$ cat src/rtl/gtt_pkg.sv
package gtt_pkg;
  localparam int ADDR_W = 4;
  localparam int PTV_W  = 3;
  localparam int EV_W   = 3;

  localparam logic [ADDR_W-1:0] A_CTRL   = 4'd0;
  localparam logic [ADDR_W-1:0] A_SYSCFG = 4'd1;
  localparam logic [ADDR_W-1:0] A_RSTAT  = 4'd2;
  localparam logic [ADDR_W-1:0] A_STATUS = 4'd3;
  localparam logic [ADDR_W-1:0] A_IRQEN  = 4'd4;
  localparam logic [ADDR_W-1:0] A_WAKEEN = 4'd5;
  localparam logic [ADDR_W-1:0] A_COUNT  = 4'd6;
  localparam logic [ADDR_W-1:0] A_LOAD   = 4'd7;
  localparam logic [ADDR_W-1:0] A_MATCH  = 4'd8;
  localparam logic [ADDR_W-1:0] A_CAPT   = 4'd9;
  localparam logic [ADDR_W-1:0] A_POSINC = 4'd10;
  localparam logic [ADDR_W-1:0] A_NEGINC = 4'd11;
  localparam logic [ADDR_W-1:0] A_ACCUM  = 4'd12;

  // event bit positions shared by status and both enable masks
  localparam int EV_MATCH = 0;
  localparam int EV_OVF   = 1;
  localparam int EV_CAPT  = 2;

  localparam logic [1:0] TRG_OVF  = 2'b01;
  localparam logic [1:0] TRG_BOTH = 2'b10;

  typedef struct packed {
    logic [1:0]       trg;
    logic [1:0]       capm;
    logic             rsv;
    logic             cmp;
    logic             pre;
    logic [PTV_W-1:0] ptv;
    logic             ar;
    logic             st;
  } ctrl_t;

  localparam int CTRL_W = $bits(ctrl_t);
endpackage

$ cat src/rtl/gtt_prescale.sv
module gtt_prescale #(
  parameter int PTV_W = 3
) (
  input  logic             clk,
  input  logic             clr,
  input  logic             run,
  input  logic             restart,
  input  logic             pre_en,
  input  logic [PTV_W-1:0] ptv,
  output logic             tick
);
  localparam int DIV_W = 1 << PTV_W;
  localparam logic [DIV_W-1:0] ONES = '1;
  localparam logic [PTV_W-1:0] TOP_SH = PTV_W'(DIV_W - 1);

  logic [DIV_W-1:0] div_q;
  logic [DIV_W-1:0] mask;

  assign mask = ONES >> (TOP_SH - ptv);
  assign tick = run && !restart && (!pre_en || ((div_q & mask) == mask));

  always_ff @(posedge clk) begin
    if (clr || !run || restart) div_q <= '0;
    else if (tick)              div_q <= '0;
    else                        div_q <= div_q + 1'b1;
  end

  // a divided tick is never followed by another on the next clock
  p_prescale_gap_r5: assert property (@(posedge clk) disable iff (clr)
    (tick && pre_en) |=> (!tick || !pre_en));
endmodule

$ cat src/rtl/gtt_capture.sv
module gtt_capture (
  input  logic       clk,
  input  logic       clr,
  input  logic       cap_in,
  input  logic [1:0] mode,
  output logic       evt
);
  logic s1_q, s2_q, prev_q;
  logic rise, fall;

  always_ff @(posedge clk) begin
    if (clr) begin
      s1_q   <= 1'b0;
      s2_q   <= 1'b0;
      prev_q <= 1'b0;
    end else begin
      s1_q   <= cap_in;
      s2_q   <= s1_q;
      prev_q <= s2_q;
    end
  end

  assign rise = s2_q && !prev_q;
  assign fall = !s2_q && prev_q;
  assign evt  = (mode[0] && rise) || (mode[1] && fall);
endmodule

$ cat src/rtl/gtt_accum.sv
module gtt_accum #(
  parameter int CW     = 32,
  parameter bit ACC_EN = 1'b1
) (
  input  logic          clk,
  input  logic          clr,
  input  logic          wr_pos,
  input  logic          wr_neg,
  input  logic          wr_acc,
  input  logic [CW-1:0] wdata,
  input  logic          step,
  output logic          long_sel,
  output logic [CW-1:0] pos_q,
  output logic [CW-1:0] neg_q,
  output logic [CW-1:0] acc_q
);
  generate
    if (ACC_EN) begin : g_acc
      logic [CW-1:0] pos_r, neg_r, acc_r, sum;

      assign sum      = acc_r + neg_r;
      assign long_sel = sum[CW-1];
      assign pos_q    = pos_r;
      assign neg_q    = neg_r;
      assign acc_q    = acc_r;

      always_ff @(posedge clk) begin
        if (clr) begin
          pos_r <= '0;
          neg_r <= '0;
          acc_r <= '0;
        end else begin
          if (wr_pos) pos_r <= wdata;
          if (wr_neg) neg_r <= wdata;
          if (wr_acc)    acc_r <= wdata;
          else if (step) acc_r <= long_sel ? (acc_r + pos_r) : sum;
        end
      end

      // taking the normal period never leaves the accumulator negative
      p_short_nonneg_r10: assert property (@(posedge clk) disable iff (clr)
        (step && !long_sel && !wr_acc) |=> !acc_r[CW-1]);
    end else begin : g_none
      logic unused_acc_in;
      assign unused_acc_in = ^{clk, clr, wr_pos, wr_neg, wr_acc, wdata, step};
      assign long_sel = 1'b0;
      assign pos_q    = '0;
      assign neg_q    = '0;
      assign acc_q    = '0;
    end
  endgenerate
endmodule

$ cat src/rtl/gp_tick_timer.sv
module gp_tick_timer
  import gtt_pkg::*;
#(
  parameter int CW     = 32,
  parameter bit ACC_EN = 1'b1
) (
  input  logic              clk,
  input  logic              rst,
  input  logic              bus_wr,
  input  logic [ADDR_W-1:0] bus_addr,
  input  logic [CW-1:0]     bus_wdata,
  output logic [CW-1:0]     bus_rdata,
  input  logic              cap_in,
  output logic              irq,
  output logic              wake,
  output logic              trig
);
  logic          clr, srst_q;
  ctrl_t         ctrl_q, ctrl_wr;
  logic [EV_W-1:0] stat_q, ien_q, wen_q, ev_now, clr_mask;
  logic [CW-1:0] cnt_q, load_q, match_q, capt_q;
  logic [CW-1:0] cnt_nx, reload_val;
  logic [CW-1:0] pos_q, neg_q, acc_q;
  logic tick, ovf_evt, mat_evt, cap_evt, long_sel;
  logic wr_ctrl, wr_sys, wr_stat, wr_ien, wr_wen, wr_count, wr_load, wr_match;
  logic wr_pos, wr_neg, wr_acc;

  assign clr = rst || srst_q;

  assign wr_ctrl  = bus_wr && (bus_addr == A_CTRL);
  assign wr_sys   = bus_wr && (bus_addr == A_SYSCFG);
  assign wr_stat  = bus_wr && (bus_addr == A_STATUS);
  assign wr_ien   = bus_wr && (bus_addr == A_IRQEN);
  assign wr_wen   = bus_wr && (bus_addr == A_WAKEEN);
  assign wr_count = bus_wr && (bus_addr == A_COUNT);
  assign wr_load  = bus_wr && (bus_addr == A_LOAD);
  assign wr_match = bus_wr && (bus_addr == A_MATCH);
  assign wr_pos   = bus_wr && (bus_addr == A_POSINC);
  assign wr_neg   = bus_wr && (bus_addr == A_NEGINC);
  assign wr_acc   = bus_wr && (bus_addr == A_ACCUM);

  always_comb begin
    ctrl_wr     = ctrl_t'(bus_wdata[CTRL_W-1:0]);
    ctrl_wr.rsv = 1'b0;
  end

  // soft reset request: self-clearing, only the hard reset clears it
  always_ff @(posedge clk) begin
    if (rst) srst_q <= 1'b0;
    else     srst_q <= !srst_q && wr_sys && bus_wdata[1];
  end

  gtt_prescale #(.PTV_W(PTV_W)) u_pre (
    .clk     (clk),
    .clr     (clr),
    .run     (ctrl_q.st),
    .restart (wr_count),
    .pre_en  (ctrl_q.pre),
    .ptv     (ctrl_q.ptv),
    .tick    (tick)
  );

  gtt_capture u_cap (
    .clk    (clk),
    .clr    (clr),
    .cap_in (cap_in),
    .mode   (ctrl_q.capm),
    .evt    (cap_evt)
  );

  gtt_accum #(.CW(CW), .ACC_EN(ACC_EN)) u_acc (
    .clk      (clk),
    .clr      (clr),
    .wr_pos   (wr_pos),
    .wr_neg   (wr_neg),
    .wr_acc   (wr_acc),
    .wdata    (bus_wdata),
    .step     (ovf_evt && ctrl_q.ar),
    .long_sel (long_sel),
    .pos_q    (pos_q),
    .neg_q    (neg_q),
    .acc_q    (acc_q)
  );

  assign ovf_evt    = tick && (cnt_q == '1);
  assign reload_val = long_sel ? (load_q - 1'b1) : load_q;

  always_comb begin
    if (wr_count)     cnt_nx = bus_wdata;
    else if (ovf_evt) cnt_nx = ctrl_q.ar ? reload_val : '0;
    else if (tick)    cnt_nx = cnt_q + 1'b1;
    else              cnt_nx = cnt_q;
  end

  assign mat_evt  = ctrl_q.cmp && tick && (cnt_nx == match_q);
  assign ev_now   = {cap_evt, ovf_evt, mat_evt};
  assign clr_mask = wr_stat ? bus_wdata[EV_W-1:0] : '0;

  always_ff @(posedge clk) begin
    if (clr) begin
      ctrl_q  <= '0;
      stat_q  <= '0;
      ien_q   <= '0;
      wen_q   <= '0;
      cnt_q   <= '0;
      load_q  <= '0;
      match_q <= '0;
      capt_q  <= '0;
      irq     <= 1'b0;
      wake    <= 1'b0;
      trig    <= 1'b0;
    end else begin
      if (wr_ctrl)                       ctrl_q    <= ctrl_wr;
      else if (ovf_evt && !ctrl_q.ar)    ctrl_q.st <= 1'b0;
      if (wr_ien)   ien_q   <= bus_wdata[EV_W-1:0];
      if (wr_wen)   wen_q   <= bus_wdata[EV_W-1:0];
      if (wr_load)  load_q  <= bus_wdata;
      if (wr_match) match_q <= bus_wdata;
      if (cap_evt)  capt_q  <= cnt_q;
      cnt_q  <= cnt_nx;
      stat_q <= (stat_q & ~clr_mask) | ev_now;
      irq    <= |(stat_q & ien_q);
      wake   <= |(stat_q & wen_q);
      trig   <= ((ctrl_q.trg == TRG_OVF)  && ovf_evt) ||
                ((ctrl_q.trg == TRG_BOTH) && (ovf_evt || mat_evt));
    end
  end

  always_ff @(posedge clk) begin
    if (rst) bus_rdata <= '0;
    else begin
      case (bus_addr)
        A_CTRL:   bus_rdata <= CW'(ctrl_q);
        A_SYSCFG: bus_rdata <= CW'({srst_q, 1'b0});
        A_RSTAT:  bus_rdata <= CW'(!srst_q);
        A_STATUS: bus_rdata <= CW'(stat_q);
        A_IRQEN:  bus_rdata <= CW'(ien_q);
        A_WAKEEN: bus_rdata <= CW'(wen_q);
        A_COUNT:  bus_rdata <= cnt_q;
        A_LOAD:   bus_rdata <= load_q;
        A_MATCH:  bus_rdata <= match_q;
        A_CAPT:   bus_rdata <= capt_q;
        A_POSINC: bus_rdata <= pos_q;
        A_NEGINC: bus_rdata <= neg_q;
        A_ACCUM:  bus_rdata <= acc_q;
        default:  bus_rdata <= '0;
      endcase
    end
  end

  // one-shot overflow halts the timer at zero
  p_oneshot_stop_r4: assert property (@(posedge clk) disable iff (clr)
    (ovf_evt && !ctrl_q.ar && !wr_ctrl) |=> (!ctrl_q.st && cnt_q == '0));

  // a match event leaves the counter at the compare value with the flag set
  p_match_flag_r6: assert property (@(posedge clk) disable iff (clr)
    mat_evt |=> (stat_q[EV_MATCH] && cnt_q == match_q));

  // a capture event latches the counter it saw
  p_capt_latch_r7: assert property (@(posedge clk) disable iff (clr)
    cap_evt |=> (stat_q[EV_CAPT] && capt_q == $past(cnt_q)));

  // writing one to a quiet overflow flag clears it
  p_w1c_ovf_r8: assert property (@(posedge clk) disable iff (clr)
    (wr_stat && bus_wdata[EV_OVF] && !ovf_evt) |=> !stat_q[EV_OVF]);

  // the soft reset lasts one clock and empties the control state
  p_soft_reset_r9: assert property (@(posedge clk) disable iff (rst)
    srst_q |=> (!srst_q && ctrl_q == '0 && stat_q == '0));
endmodule

$ cat config.mk
export PLATFORM = sky130hd
export DESIGN_NAME = gp_tick_timer
export DESIGN_NICKNAME = d
export VERILOG_FILES = /design/src/rtl/gtt_pkg.sv /design/src/rtl/gtt_prescale.sv /design/src/rtl/gtt_capture.sv /design/src/rtl/gtt_accum.sv /design/src/rtl/gp_tick_timer.sv
export SDC_FILE = /design/constraint.sdc
export NUM_CORES = 1
export LEC_CHECK = 0
export ABC_AREA = 1
export BUFFER_PORTS_ARGS = -buffer_cell sky130_fd_sc_hd__buf_2
export CORE_MARGIN = 3
export CORE_UTILIZATION = 51
export DETAILED_ROUTE_END_ITERATION = 6
export PLACE_DENSITY = 0.68
export SKIP_LAST_GASP = 1
export SLEW_MARGIN = 10
export SYNTH_ARGS = -nofsm -noshare
export SYNTH_HDL_FRONTEND = slang
export SYNTH_HIERARCHICAL = 1
export SYNTH_SLANG_ARGS = --single-unit
$ cat constraint.sdc
create_clock -name clk -period 4.3 [get_ports clk]
set_input_delay 0.215 -clock clk [delete_from_list [all_inputs] [get_ports clk]]
set_output_delay 0.215 -clock clk [all_outputs]
set_load 0.02 [all_outputs]
==> qor.txt <==
Post-synth EDFFs: 0
Vias in the first global route: 20850
Period utilization: 93.31%
Min Tclk post-route: 4.012 ns
Final WS setup: 0.2876 ns
Cells after Synth: 3250
P per Cell Area: 286.3 nW/um^2
GP Congestion: 1.103
Most frequent CP cell: nand2_1
Ant diodes: 0
Hold Crit Class: in2reg
Skew final: 0.01501 ns
Initial Util: 52.10%
Clock Sinks: 291
Yosys reg bits: 291
Place WS: 0.2307 ns
Setup CP Type: reg2reg
Total negative setup slack: 0 ns
CTS root buffer: clkbuf_16
Synth async-reset ratio: 0%
Required @ worst endpoint: 4.78 ns
Final WL: 78.69 mm
Netlist Area Pre-Place: 19720 sq um
Clock Path Buffers: 3
Worst-Margin Slew: 1.208 ns
Maximum vdd drop: 0.2102 mV
Crit start category: flop
Worst hold slack: 0.02623 ns
Core area: 37840 sq um
Worst setup EP type: flop
HPWL Detailed: 59.42 mm
Synth top area cells: dfxtp_1 (30%), nand2_1 (19%), inv_1 (9.2%)
Die Y: 202.6 um
Setup violations, final: 0
Syn nets: 3357
Fmax: 249.2 MHz
Largest stage delay, worst path: 0.44 ns
Share of cells above drive strength 1: 7.940%
Total die area: 41050 sq um
First-pass GRT wire length: 120.7 mm
GRT Util Overall: 37.61%
Synth top area share: 29.55%
Num CTS Buffers: 35
Most frequent cells in the layout: nand2_1 (979), inv_1 (482), a21oi_1 (295), dfxtp_1 (291), nand3_1 (260)
CTS tree: built
Pin count of the biggest net entering global routing: 105
Final number of max-transition violations: 0
IO Port Bufs: 74
Io pins: 75
Leakage power: 10.03 nW
Remaining DRCs: 0
Drt first pass iters: 6
Die W: 202.6 um
Slowest cell on crit path: ha_1
Max_cap viols: 0
Clock Latency Late Sink: 0.56 ns
Synth cell types: 50
Vias: 22030
Yosys top cell by area: dfxtp_1
Crit Path Max Fanout: 5
Utilization after layout: 57.73%
DR vias/cell: 5.742
# rows: 71
Status: finished clean
Register area share after synthesis: 29.55%
Area grow syn2layout: 10.81%
Synth warn: 6
Worst Path Arrival: 4.49 ns
1st-iter DRT viols: 2666
Setup Fix Bufs, Post-CTS: 0
Unrepaired setup endpoints after global routing: no
Per-cell routed wire length: 20.51 um
CTS H-tree depth: 2
Top_reg_cell synth: dfxtp_1
Nets: 3408
Reg clk slew, reported paths: 0.06 ns
Final antenna-violating net count: 0
Grt ovf: 0
Antenna violations before repair: 2
Synthesized area per cell: 6.067 sq um
Reg2reg setup slack: 0.29 ns
Final hold violations: 0
Top delay family on crit path: simple AND/OR/NAND/NOR gates
Buf+Inv Stages, Crit Path: 4
Commonest non-fill, non-tap cell in the layout: nand2_1
Slew headroom: 19.21%
[worst min-delay path, cell delays in order]
cell and delay, ns:
buf_2 0.17, nand2_1 0.08, a21oi_1 0.06
[power breakdown]
group          switching, mW  internal [mW]  leakage, nW
sequential            0.0451           2.74         2.35
clock                   1.25           1.68        0.551
combinational          0.399          0.147         7.13
total                   1.70           4.56         10.0
[per-stage QoR]
stage               power [mW]  cells  cell area (sq um)
floorplan                3.131   3250              19720
global placement         3.346   3757              20550
detailed placement       3.348   3757              20550
CTS                      6.254   3836              21840
global route             6.429   3836              21850
finish                   6.255   3836              21850
[cells in the mapped netlist, drive strengths merged, types with 4 or more instances]
library cell and instances:
a21oi 301, a221oi 36, a22oi 32, a31oi 7, buf 17, clkbuf 99, dfxtp 291, ha 65
inv 488, nand2 1005, nand3 264, nand3b 4, nand4 40, nor2 279, nor3 14, o21ai 171
o21bai 4, o22ai 30, or2 29, xor2 47
[worst paths after layout]
kind,start,to,depth (start not counted)
worst max-delay path,u_acc/acc_q[15],trig,27
worst min-delay path,bus_wdata[25],u_acc/pos_q[25],3
worst max register to register,u_acc/acc_q[15],trig,27
worst min register to register,u_cap/s1_q,u_cap/s2_q,2
[registers in the layout (all words and copies together), names as in the netlist, 8 cells and up]
name and cells:
match_q 32, u_acc/neg_q 32, u_acc/pos_q 32, u_pre/div_q 8, capt_q 32, load_q 32, cnt_q 32, bus_rdata 32
ctrl_q 11, u_acc/acc_q 32
[layout make-up]
| class | count | area [sq um] |
|---|---|---|
| Fill cell | 3881 | 16000 |
| Multi-Input combinational cell | 2352 | 11590 |
| Sequential cell | 291 | 5826 |
| Inverter | 491 | 1847 |
| Clock buffer | 50 | 1033 |
| Timing Repair Buffer | 130 | 835.8 |
| Tap cell | 511 | 639.4 |
| Clock inverter | 11 | 76.32 |
[layer usage]
metal / global-route usage (%) / part of all wire [%]
met1: 50.24 / 41
met2: 59.69 / 44
met3: 6.975 / 9.9
met4: 16.23 / 4.8
met5: 0 / 0.017
[timing repair]
item	CTS	global route
endpoints found under the setup margin	0	2
hold endpoints to repair	31	0
hold buffers	18	0
gates resized for setup	0	3
[cell families (layout without fill, tap and decap cells)]
group	after synthesis	count (layout)	share of synthesized area, %
AO/OA/AOI/OAI	594	594	16.75
XOR/XNOR	49	49	2.177
adder cells (fa/ha/maj)	67	67	4.328
buffers and inverters	607	682	11.92
flip-flops	291	291	29.55
AND/OR/NAND/NOR	1642	1642	35.28
Power figures use the tool's default switching activity.
